**config.mk**
```make
export PLATFORM = sky130hd
export DESIGN_NAME = ps2_cmd_tx
export DESIGN_NICKNAME = d
export VERILOG_FILES = /design/src/rtl/ps2tx_pkg.sv /design/src/rtl/ps2tx_sync.sv /design/src/rtl/ps2tx_edge.sv /design/src/rtl/ps2tx_timer.sv /design/src/rtl/ps2_cmd_tx.sv
export SDC_FILE = /design/constraint.sdc
export NUM_CORES = 1
export LEC_CHECK = 0
export CORE_UTILIZATION = 30
export CTS_BUF_LIST = sky130_fd_sc_hd__clkbuf_4 sky130_fd_sc_hd__clkbuf_8
export CTS_CLUSTER_DIAMETER = 30
export DETAILED_ROUTE_END_ITERATION = 10
export HOLD_SLACK_MARGIN = 0.08
export SLEW_MARGIN = 10
export SYNTH_ARGS = -nofsm -noshare
export SYNTH_HDL_FRONTEND = slang
export SYNTH_SLANG_ARGS = --single-unit
export TNS_END_PERCENT = 30
```
**constraint.sdc**
```tcl
create_clock -name clk -period 5.2 [get_ports clk]
set_input_delay 1.04 -clock clk [delete_from_list [all_inputs] [get_ports clk]]
set_output_delay 1.04 -clock clk [all_outputs]
set_load 0.05 [all_outputs]
```
**src/rtl/ps2tx_pkg.sv**
```systemverilog
package ps2tx_pkg;

    localparam int unsigned NPORT       = 2;
    localparam int unsigned FRAME_BITS  = 10;  // 8 data, parity, stop
    localparam int unsigned FRAME_FALLS = 11;  // device pulses per frame

    typedef enum logic [2:0] {
        ST_IDLE,
        ST_INHIBIT,
        ST_SHIFT,
        ST_ACK,
        ST_DRAIN
    } tx_state_e;

    typedef struct packed {
        tx_state_e              st;
        logic                   tgt;
        logic [FRAME_BITS-1:0]  sh;
        logic [3:0]             nfall;
        logic                   ack;
        logic [NPORT-1:0]       clk_lo;
        logic [NPORT-1:0]       dat_lo;
        logic                   busy;
        logic                   done;
        logic                   err;
    } tx_regs_t;

    localparam tx_regs_t TX_REGS_RST = '{
        st:     ST_IDLE,
        tgt:    1'b0,
        sh:     '0,
        nfall:  '0,
        ack:    1'b0,
        clk_lo: '0,
        dat_lo: '0,
        busy:   1'b0,
        done:   1'b0,
        err:    1'b0
    };

    // odd parity: the returned bit makes the total count of ones odd
    function automatic logic odd_par(input logic [7:0] b);
        return ~^b;
    endfunction

endpackage

```
**src/rtl/ps2tx_sync.sv**
```systemverilog
module ps2tx_sync #(
    parameter int unsigned STAGES = 2
) (
    input  logic clk,
    input  logic rst_n,
    input  logic din,
    output logic dout
);
    logic [STAGES-1:0] ff_d, ff_q;

    always_comb begin
        ff_d = {ff_q[STAGES-2:0], din};
    end

    always_ff @(posedge clk or negedge rst_n) begin
        if (!rst_n) ff_q <= '1;   // idle bus level is high
        else        ff_q <= ff_d;
    end

    assign dout = ff_q[STAGES-1];
endmodule

```
**src/rtl/ps2tx_edge.sv**
```systemverilog
module ps2tx_edge (
    input  logic clk,
    input  logic rst_n,
    input  logic lvl,
    output logic fall,
    output logic rise
);
    logic prev_d, prev_q;

    always_comb begin
        prev_d = lvl;
    end

    always_ff @(posedge clk or negedge rst_n) begin
        if (!rst_n) prev_q <= 1'b1;
        else        prev_q <= prev_d;
    end

    assign fall = prev_q & ~lvl;
    assign rise = ~prev_q & lvl;
endmodule

```
**src/rtl/ps2tx_timer.sv**
```systemverilog
module ps2tx_timer #(
    parameter int unsigned LIMIT = 16
) (
    input  logic clk,
    input  logic rst_n,
    input  logic clr,
    input  logic en,
    output logic expired
);
    localparam int unsigned CW = $clog2(LIMIT) + 1;

    logic [CW-1:0] cnt_d, cnt_q;

    assign expired = en && (cnt_q == CW'(LIMIT - 1));

    always_comb begin
        cnt_d = cnt_q;
        if (clr)                cnt_d = '0;
        else if (en && !expired) cnt_d = cnt_q + 1'b1;
    end

    always_ff @(posedge clk or negedge rst_n) begin
        if (!rst_n) cnt_q <= '0;
        else        cnt_q <= cnt_d;
    end
endmodule

```
**src/rtl/ps2_cmd_tx.sv**
```systemverilog
module ps2_cmd_tx
    import ps2tx_pkg::*;
#(
    parameter int unsigned INHIBIT_CYC = 10000,
    parameter int unsigned TIMEOUT_CYC = 1500000,
    parameter int unsigned SYNC_STAGES = 2
) (
    input  logic       clk,
    input  logic       rst_n,
    input  logic       tx_go,
    input  logic       tx_port,
    input  logic [7:0] tx_byte,
    output logic       busy,
    output logic       done,
    output logic       err,
    input  logic [1:0] ps2_clk_i,
    input  logic [1:0] ps2_dat_i,
    output logic [1:0] ps2_clk_lo_o,
    output logic [1:0] ps2_dat_lo_o
);
    localparam logic [3:0] LAST_FALL = 4'(FRAME_FALLS - 1);

    tx_regs_t r_d, r_q;

    // line conditioning, one pair of synchronisers per port
    logic [NPORT-1:0] s_clk, s_dat;

    for (genvar p = 0; p < NPORT; p++) begin : g_port
        ps2tx_sync #(.STAGES(SYNC_STAGES)) u_sclk (
            .clk(clk), .rst_n(rst_n), .din(ps2_clk_i[p]), .dout(s_clk[p])
        );
        ps2tx_sync #(.STAGES(SYNC_STAGES)) u_sdat (
            .clk(clk), .rst_n(rst_n), .din(ps2_dat_i[p]), .dout(s_dat[p])
        );
    end

    logic t_clk, t_dat, t_fall, t_rise;
    assign t_clk = s_clk[r_q.tgt];
    assign t_dat = s_dat[r_q.tgt];

    ps2tx_edge u_edge (
        .clk(clk), .rst_n(rst_n), .lvl(t_clk), .fall(t_fall), .rise(t_rise)
    );

    // inhibit period
    logic inh_clr, inh_exp;
    assign inh_clr = (r_q.st != ST_INHIBIT);

    ps2tx_timer #(.LIMIT(INHIBIT_CYC)) u_inh_tmr (
        .clk(clk), .rst_n(rst_n), .clr(inh_clr), .en(!inh_clr), .expired(inh_exp)
    );

    // device silence watchdog, restarted on every selected clock edge
    logic wd_active, wd_clr, wd_exp;
    assign wd_active = (r_q.st == ST_SHIFT) || (r_q.st == ST_ACK) || (r_q.st == ST_DRAIN);
    assign wd_clr    = !wd_active || t_fall || t_rise;

    ps2tx_timer #(.LIMIT(TIMEOUT_CYC)) u_wd_tmr (
        .clk(clk), .rst_n(rst_n), .clr(wd_clr), .en(!wd_clr), .expired(wd_exp)
    );

    logic abort_v, finish_v;

    always_comb begin
        r_d      = r_q;
        r_d.done = 1'b0;
        r_d.err  = 1'b0;
        abort_v  = 1'b0;
        finish_v = 1'b0;

        case (r_q.st)
            ST_IDLE: begin
                if (tx_go) begin
                    r_d.st     = ST_INHIBIT;
                    r_d.tgt    = tx_port;
                    r_d.sh     = {1'b1, odd_par(tx_byte), tx_byte};
                    r_d.nfall  = '0;
                    r_d.ack    = 1'b0;
                    r_d.busy   = 1'b1;
                    r_d.clk_lo = '1;
                    r_d.dat_lo = '0;
                end
            end

            ST_INHIBIT: begin
                if (inh_exp) begin
                    r_d.st               = ST_SHIFT;
                    r_d.clk_lo[r_q.tgt]  = 1'b0;
                    r_d.dat_lo[r_q.tgt]  = 1'b1;   // start bit
                end
            end

            ST_SHIFT: begin
                if (wd_exp) begin
                    abort_v = 1'b1;
                end else if (t_fall) begin
                    r_d.nfall = r_q.nfall + 4'd1;
                    if (r_q.nfall == LAST_FALL) begin
                        r_d.st = ST_ACK;
                    end else begin
                        r_d.dat_lo[r_q.tgt] = ~r_q.sh[0];
                        r_d.sh              = {1'b1, r_q.sh[FRAME_BITS-1:1]};
                    end
                end
            end

            ST_ACK: begin
                if (!t_dat) r_d.ack = 1'b1;
                if (wd_exp) begin
                    abort_v = 1'b1;
                end else if (t_rise) begin
                    if (r_q.ack || !t_dat) r_d.st = ST_DRAIN;
                    else                   abort_v = 1'b1;
                end
            end

            ST_DRAIN: begin
                if (wd_exp)              abort_v  = 1'b1;
                else if (t_clk && t_dat) finish_v = 1'b1;
            end

            default: r_d.st = ST_IDLE;
        endcase

        if (abort_v || finish_v) begin
            r_d.st     = ST_IDLE;
            r_d.busy   = 1'b0;
            r_d.clk_lo = '0;
            r_d.dat_lo = '0;
            r_d.err    = abort_v;
            r_d.done   = finish_v;
        end
    end

    always_ff @(posedge clk or negedge rst_n) begin
        if (!rst_n) r_q <= TX_REGS_RST;
        else        r_q <= r_d;
    end

    assign busy         = r_q.busy;
    assign done         = r_q.done;
    assign err          = r_q.err;
    assign ps2_clk_lo_o = r_q.clk_lo;
    assign ps2_dat_lo_o = r_q.dat_lo;

endmodule

```
==> results of run 1 <==
-- power by group through the flow --
stage / Combinational (mW) / Sequential [mW] / Clock (mW)
global placement: 0.0511 / 0.584 / 0
floorplan: 0.0210 / 0.583 / 0
detailed placement: 0.0513 / 0.584 / 0
finish: 0.0501 / 0.574 / 0.411
CTS: 0.0516 / 0.574 / 0.428
global route: 0.0554 / 0.574 / 0.454
-- layer usage --
| metal | part of all wire [%] | track usage [%] | vias up |
|---|---|---|---|
| met5 | 0 | 0 | - |
| met1 | 49 | 16.3 | 1224 |
| met4 | 2.2 | 5.60 | 0 |
| li1 | - | - | 1269 |
| met2 | 45 | 17.2 | 50 |
| met3 | 3.8 | 3.18 | 15 |
-- final timing paths --
| check | start | to | cells past startpoint | slack (ns) |
|---|---|---|---|---|
| setup / recovery | r_q[23] | r_q[13] | 5 | 2.37 |
| hold / removal | g_port[1].u_sclk.ff_q[0] | g_port[1].u_sclk.ff_q[1] | 0 | 0.36 |
| setup reg to reg | r_q[23] | r_q[13] | 5 | 2.37 |
| hold reg to reg | g_port[1].u_sclk.ff_q[0] | g_port[1].u_sclk.ff_q[1] | 0 | 0.36 |
| max in group asynchronous | rst_n | u_wd_tmr.cnt_q[2] | 2 | 3.70 |
| min in group asynchronous | rst_n | r_q[14] | 2 | 0.90 |
-- per-stage QoR --
stage	hold slack, ns	utilization (%)	area (um2)
CTS	0.356	35.2	4040
floorplan	0.345	-	3540
global placement	0.348	33.6	3850
detailed placement	0.347	33.6	3850
global route	0.358	35.2	4040
finish	0.356	35.2	4040
-- cell usage after synthesis (4+ instances only) --
cell type  number
a21oi_1         4
a31oi_1        14
and3_1         12
buf_4           4
clkbuf_1       11
dfrtp_1        63
dfstp_2         9
ha_1            4
inv_1           6
nand2_1        28
nand3_1        24
nand4_1        10
nor2_1         59
o21ai_0        11
xnor2_1        19
xor2_1         23
-- kinds of logic after synthesis --
kind of cell    after synthesis  share of synthesized area [%]
mux                           4                           1.24
compound gates               47                           9.13
fa+ha+maj                     4                           1.42
flops                        72                           51.3
xor+xnor                     42                           10.4
simple gates                165                           23.3
buf+inv                      24                           3.26
-- layout make-up --
type / count / area [um2]
sequential: 72 / 1810
fill: 1129 / 7430
timing repair buffer: 24 / 230
clock buffer: 15 / 181
multi-input combinational: 262 / 1610
inverter: 6 / 22.5
clock inverter: 1 / 5.00
tap: 143 / 179
-- state kept, by name (all words and copies together) (netlist names) --
signal              flops
done                    1
g_port.u_sdat.ff_q      4
g_port.u_sclk.ff_q      4
ps2_clk_lo_o            2
u_wd_tmr.cnt_q         22
u_edge.prev_q           1
err                     1
ps2_dat_lo_o            2
u_inh_tmr.cnt_q        15
busy                    1
r_q                    19
==> summary.md, run 1 <==
| Metric | Value |
|---|---|
| Psw | `0.224 mW` |
| Via density | `4.89` |
| Slew Viols, Final | `0` |
| Hold Fails Final Rpt | `0` |
| Fin cells | `523` |
| Post-synth EDFFs | `0` |
| Ratio of cells with drive above 1 in the final layout | `10.5%` |
| Crit-path cells | `nor3b_2, nand3_1, a22oi_2, nor2_1, a31oi_1` |
| Vias in the first global route | `2445` |
| Buffers added on ports | `22` |
| Share of the synthesized area in the top cell type | `44.6%` |
| Critical-path maximum fanout | `19` |
| Antenna Cells | `0` |
| Final setup viols | `0` |
| Yosys top cell by area | `dfrtp_1` |
| Pint | `0.811 mW` |
| Primary FF master, synth | `dfrtp_1` |
| Slowest-stage cell, CP | `nor3b_2` |
| VDD IR max | `110 uV` |
| Synth Register Bits | `72` |
| Vias | `2558` |
| Final worst slack | `2.37 ns` |
| WL final | `6880 um` |
| Reg power frac | `55.4%` |
| Htree depth | `3` |
| Placed cell count | `507` |
| Routability cong. | `0.773` |
| CTS Buffer Depth | `2` |
| Worst Skew | `0.00965 ns` |
| Max-slew headroom at the worst pin | `27.8%` |
| Setup TNS | `0 ns` |
| Most frequent cells in the layout | `dfrtp_1, nor2_1, nand2_1` |
| Startpoint Class | `flop` |
| CTS tree | `yes` |
| Crit end category | `flop` |
| Unrepaired setup endpoints after global routing | `false` |
| Die height | `111 um` |
| GR Util All Layers | `11.8%` |
| Post-synthesis cell area | `3540 um2` |
| Core ar. | `11500 um2` |
| Outcome | `complete, no violations` |
| Peak Freq | `353 MHz` |
| Minimum clock period after layout | `2.83 ns` |
| Syn nets | `378` |
| Die area | `12200 um2` |
| Delay-heaviest family, CP | `simple AND/OR/NAND/NOR gates` |
| Initial Util | `30.8%` |
| Hold_buf cts | `0` |
| Pwr dens | `256 nW/um2` |
| Most common cell after layout, fill and taps aside | `dfrtp_1` |
| Hold crit path type | `reg -> reg` |
| Avg WL per Cell | `13.2 um` |
| Io pins | `23` |
| Fin crit share | `54.5%` |
| Maximum number of pins on one net before global-route repair | `73` |
| Clock transition at path regs | `0.07 ns` |
| Initial DRC Count | `166` |
| Worst-Skew Late Latency | `0.34 ns` |
| First-pass GRT wire length | `11700 um` |
| DP Worst Slack | `2.15 ns` |
| Remaining routing DRC violations | `0` |
| Clock power frac | `39.7%` |
| Slowest stage delay, CP | `0.93 ns` |
| Max-Cap Viols | `0` |
| TritonRoute pass-1 iters | `4` |
| Cts repair resizes | `0` |
| Overflow after GRT | `0` |
| Seq/Total Area, Yosys | `51.3%` |
| CTS Sinks | `72` |
| YS warnings | `0` |
| Antenna violations before repair | `0` |
| Worst-Margin Slew | `1.08 ns` |
| Syn Inst Count | `358` |
| P&R area growth vs syn | `14.2%` |
| Die Wd | `111 um` |
| Antenna-violating nets left | `0` |
| Layout Nets | `395` |
| Crit Path Class | `reg -> reg` |
| Num CTS Buffers | `9` |
| Synth area leaders | `dfrtp_1, dfstp_2, nor2_1` |
| # rows | `39` |
| Combinational Power Share | `4.8%` |
| Count of cell types in the netlist | `50` |
| Avg Synthesized Cell Area | `9.88 um2` |
| Buf/Inv on CP | `0` |
| Worst EP arrival | `3.09 ns` |
| Post CTS Setup Buffer Count | `0` |
| Sw Ratio | `21.7%` |
| FFs w/ async S/R, synth | `100%` |
| Leakage Power | `1.66 nW` |
| CTS Root Cell | `clkbuf_8` |
| DP Wirelength | `4670 um` |
| Overall Power | `1.04 mW` |
| Critical Path RT | `5.46 ns` |
Power figures use the tool's default switching activity.
==> inputs of run 2 (changes only) <==
==> constraint.sdc (replaced) <==
create_clock -name clk -period 2.5 [get_ports clk]
set_input_delay 0.5 -clock clk [delete_from_list [all_inputs] [get_ports clk]]
set_output_delay 0.5 -clock clk [all_outputs]
set_load 0.05 [all_outputs]
==> run 2 against run 1 <==
  * Die area stayed put
  * Critical path depth unchanged
  * Final area grew 2.2%
  * First-iteration DRC count down 34%
  * Maximum frequency grew 24%
  * Count of clock-buffer cells in the layout down 5
  * Sequential share of layout area is 0.95 points lower
  * Non-clock buffer count rose by 7
  * Combinational power rose by 120%
  * Critical path type unchanged
  * Critical endpoint is now r_q[24]
  * Largest cell class unchanged
  * Highest routed layer unchanged
==> summary.md, run 2 (same netlist as run 1, synthesis figures left out) <==
| Metric | Value |
|---|---|
| Outcome | `complete, no violations` |
| DP Worst Slack | `0.220 ns (-1.93 ns)` |
| Overall Power | `2.22 mW (+110%)` |
| CTS Sinks | `72 (unchanged)` |
| Io pins | `23 (unchanged)` |
| Startpoint Class | `flop` |
| Max-slew headroom at the worst pin | `56.5% (+29 points)` |
| GR Util All Layers | `12.8% (+0.96 points)` |
| Post CTS Setup Buffer Count | `0 (unchanged)` |
| Crit-path cells | `or4b_1, or4_4, or2_1, o21ai_4, o21ba_1` |
| CTS tree | `yes` |
| Crit Path Class | `reg -> reg` |
| Clock transition at path regs | `0.08 ns (about the same)` |
| TritonRoute pass-1 iters | `4 (unchanged)` |
| Reg power frac | `53.7% (-1.7 points)` |
| Die area | `12200 um2 (unchanged)` |
| Pwr dens | `538 nW/um2 (+110%)` |
| Critical Path RT | `2.74 ns (-2.72 ns)` |
| Die Wd | `111 um (unchanged)` |
| Critical-path maximum fanout | `8 (-11)` |
| Register area | `1810 um2 (unchanged)` |
| Die height | `111 um (unchanged)` |
| Top Registers | `u_wd_tmr.cnt_q x22, r_q x19, u_inh_tmr.cnt_q x15` |
| Fin crit share | `91.7% (+37 points)` |
| Remaining routing DRC violations | `0 (unchanged)` |
| Vias in the first global route | `2593 (+6.1%)` |
| Overflow after GRT | `0 (unchanged)` |
| # rows | `39 (unchanged)` |
| Via density | `4.92 (+0.57%)` |
| Crit end category | `flop` |
| P&R area growth vs syn | `16.7%` |
| WL final | `7200 um (+4.6%)` |
| Antenna-violating nets left | `0 (unchanged)` |
| Ratio of cells with drive above 1 in the final layout | `12.1% (+1.6 points)` |
| Antenna violations before repair | `0 (unchanged)` |
| Most common cell after layout, fill and taps aside | `dfrtp_1` |
| Num CTS Buffers | `9 (unchanged)` |
| Post-Route Utilization | `36.0% (+0.76 points)` |
| Psw | `0.503 mW (+120%)` |
| Crit path from | `u_wd_tmr.cnt_q[5]` |
| Flop-to-flop setup slack | `0.21 ns (-2.16 ns)` |
| Worst Skew | `0.00428 ns (-0.00537 ns)` |
| Worst-Margin Slew | `0.652 ns (-0.426 ns)` |
| Layout Nets | `402 (+1.8%)` |
| Slew Viols, Final | `0 (unchanged)` |
| Slowest-stage cell, CP | `or4b_1` |
| Hold crit path type | `in -> async` |
| Minimum clock period after layout | `2.29 ns (-0.540 ns)` |
| Initial Util | `30.8% (unchanged)` |
| VDD IR max | `291 uV (+160%)` |
| Buffers added on ports | `22 (unchanged)` |
| Max reg flops | `22 (unchanged)` |
| Final worst slack | `0.207 ns (-2.16 ns)` |
| Clock power frac | `41.2% (+1.5 points)` |
| Routability cong. | `0.779 (+0.83%)` |
| Max-Cap Viols | `0 (unchanged)` |
| CTS Buffer Depth | `2 (unchanged)` |
| Vias | `2607 (+1.9%)` |
| Hold_buf cts | `0 (unchanged)` |
| Worst r2r src | `u_wd_tmr.cnt_q[5]` |
| Most flop-heavy register | `u_wd_tmr.cnt_q` |
| CTS Root Cell | `clkbuf_8` |
| Area of the multi-input gates | `1610 um2 (unchanged)` |
| Most frequent cells in the layout | `dfrtp_1, nor2_1, nand2_1` |
| Antenna Cells | `0 (unchanged)` |
| DP Wirelength | `5010 um (+7.2%)` |
| Peak Freq | `436 MHz (+24%)` |
| Pint | `1.72 mW (+110%)` |
| Slowest stage delay, CP | `0.52 ns (-0.41 ns)` |
| Cts repair resizes | `0 (unchanged)` |
| Combinational Power Share | `5.1% (+0.3 points)` |
| Avg WL per Cell | `13.6 um (+3.3%)` |
| Hold Fails Final Rpt | `0 (unchanged)` |
| Unrepaired setup endpoints after global routing | `false` |
| Final setup viols | `0 (unchanged)` |
| Worst-Skew Late Latency | `0.34 ns (about the same)` |
| Sw Ratio | `22.6% (+0.96 points)` |
| Core ar. | `11500 um2 (unchanged)` |
| Leakage Power | `1.71 nW (+2.8%)` |
| Fillers | `1148 (+1.7%)` |
| Htree depth | `3 (unchanged)` |
| Setup TNS | `0 ns (unchanged)` |
| Worst EP arrival | `2.53 ns (-0.56 ns)` |
| Initial DRC Count | `110 (-34%)` |
| First-pass GRT wire length | `12600 um (+7.7%)` |
| Maximum number of pins on one net before global-route repair | `26 (-64%)` |
==> run 2: changes by cell type in the layout (fill, tap and decap cells not counted), sizes merged <==
cell	previous run	this run
buf	3	10
bufinv	0	1
clkbuf	15	10
clkinv	1	5
==> run 2: through the flow <==
step / area, um2 / cells / hold WS, ns
5_1_grt: 4130 / 530 / 0.205
4_1_cts: 4130 / 530 / 0.178
3_3_place_gp: 3930 / 514 / 0.348
2_1_floorplan: 3540 / 358 / 0.204
6_report: 4130 / 530 / 0.181
3_5_place_dp: 3930 / 514 / 0.347
==> run 2: power groups by stage <==
stage	Sequential [mW]	Clock [mW]	Combinational, mW
after floorplan	1.21	0	0.0437
final	1.19	0.916	0.112
after global placement	1.22	0	0.114
after CTS	1.19	0.958	0.116
after detailed placement	1.22	0	0.115
after global routing	1.19	1.00	0.128
==> run 2: path summary, 6_finish.rpt <==
| path | end | cells past startpoint |
|---|---|---|
| setup / recovery | r_q[24] | 5 |
| hold / removal | r_q[8] | 1 |
| setup reg to reg | r_q[24] | 5 |
| hold reg to reg | g_port[1].u_sclk.ff_q[1] | 0 |
| max in group asynchronous | g_port[0].u_sclk.ff_q[1] | 2 |
| min in group clk | g_port[1].u_sclk.ff_q[1] | 0 |
==> run 2: cell type report <==
| cell class | count | share of cell area (%) |
|---|---|---|
| clock buffer | 10 | 3.34 |
| inverter | 6 | 0.546 |
| clock inverter | 6 | 1.43 |
| tap | 143 | 4.34 |
| multi-input combinational | 262 | 39.0 |
| timing repair buffer | 31 | 7.46 |
| sequential | 72 | 43.9 |
==> run 2: worst max-delay path, delay by kind of cell, from the launching register on <==
family	cells	cell delay [ns]
simple gates	3	1.32
compound gates	2	0.45
flops	1	0.42
==> run 2: metal layers <==
metal  global-route usage (%)  part of all wire, %
met3                     3.73                  4.0
met4                     4.80                 0.76
met1                     17.1                   49
met5                        0                    0
met2                     19.6                   47
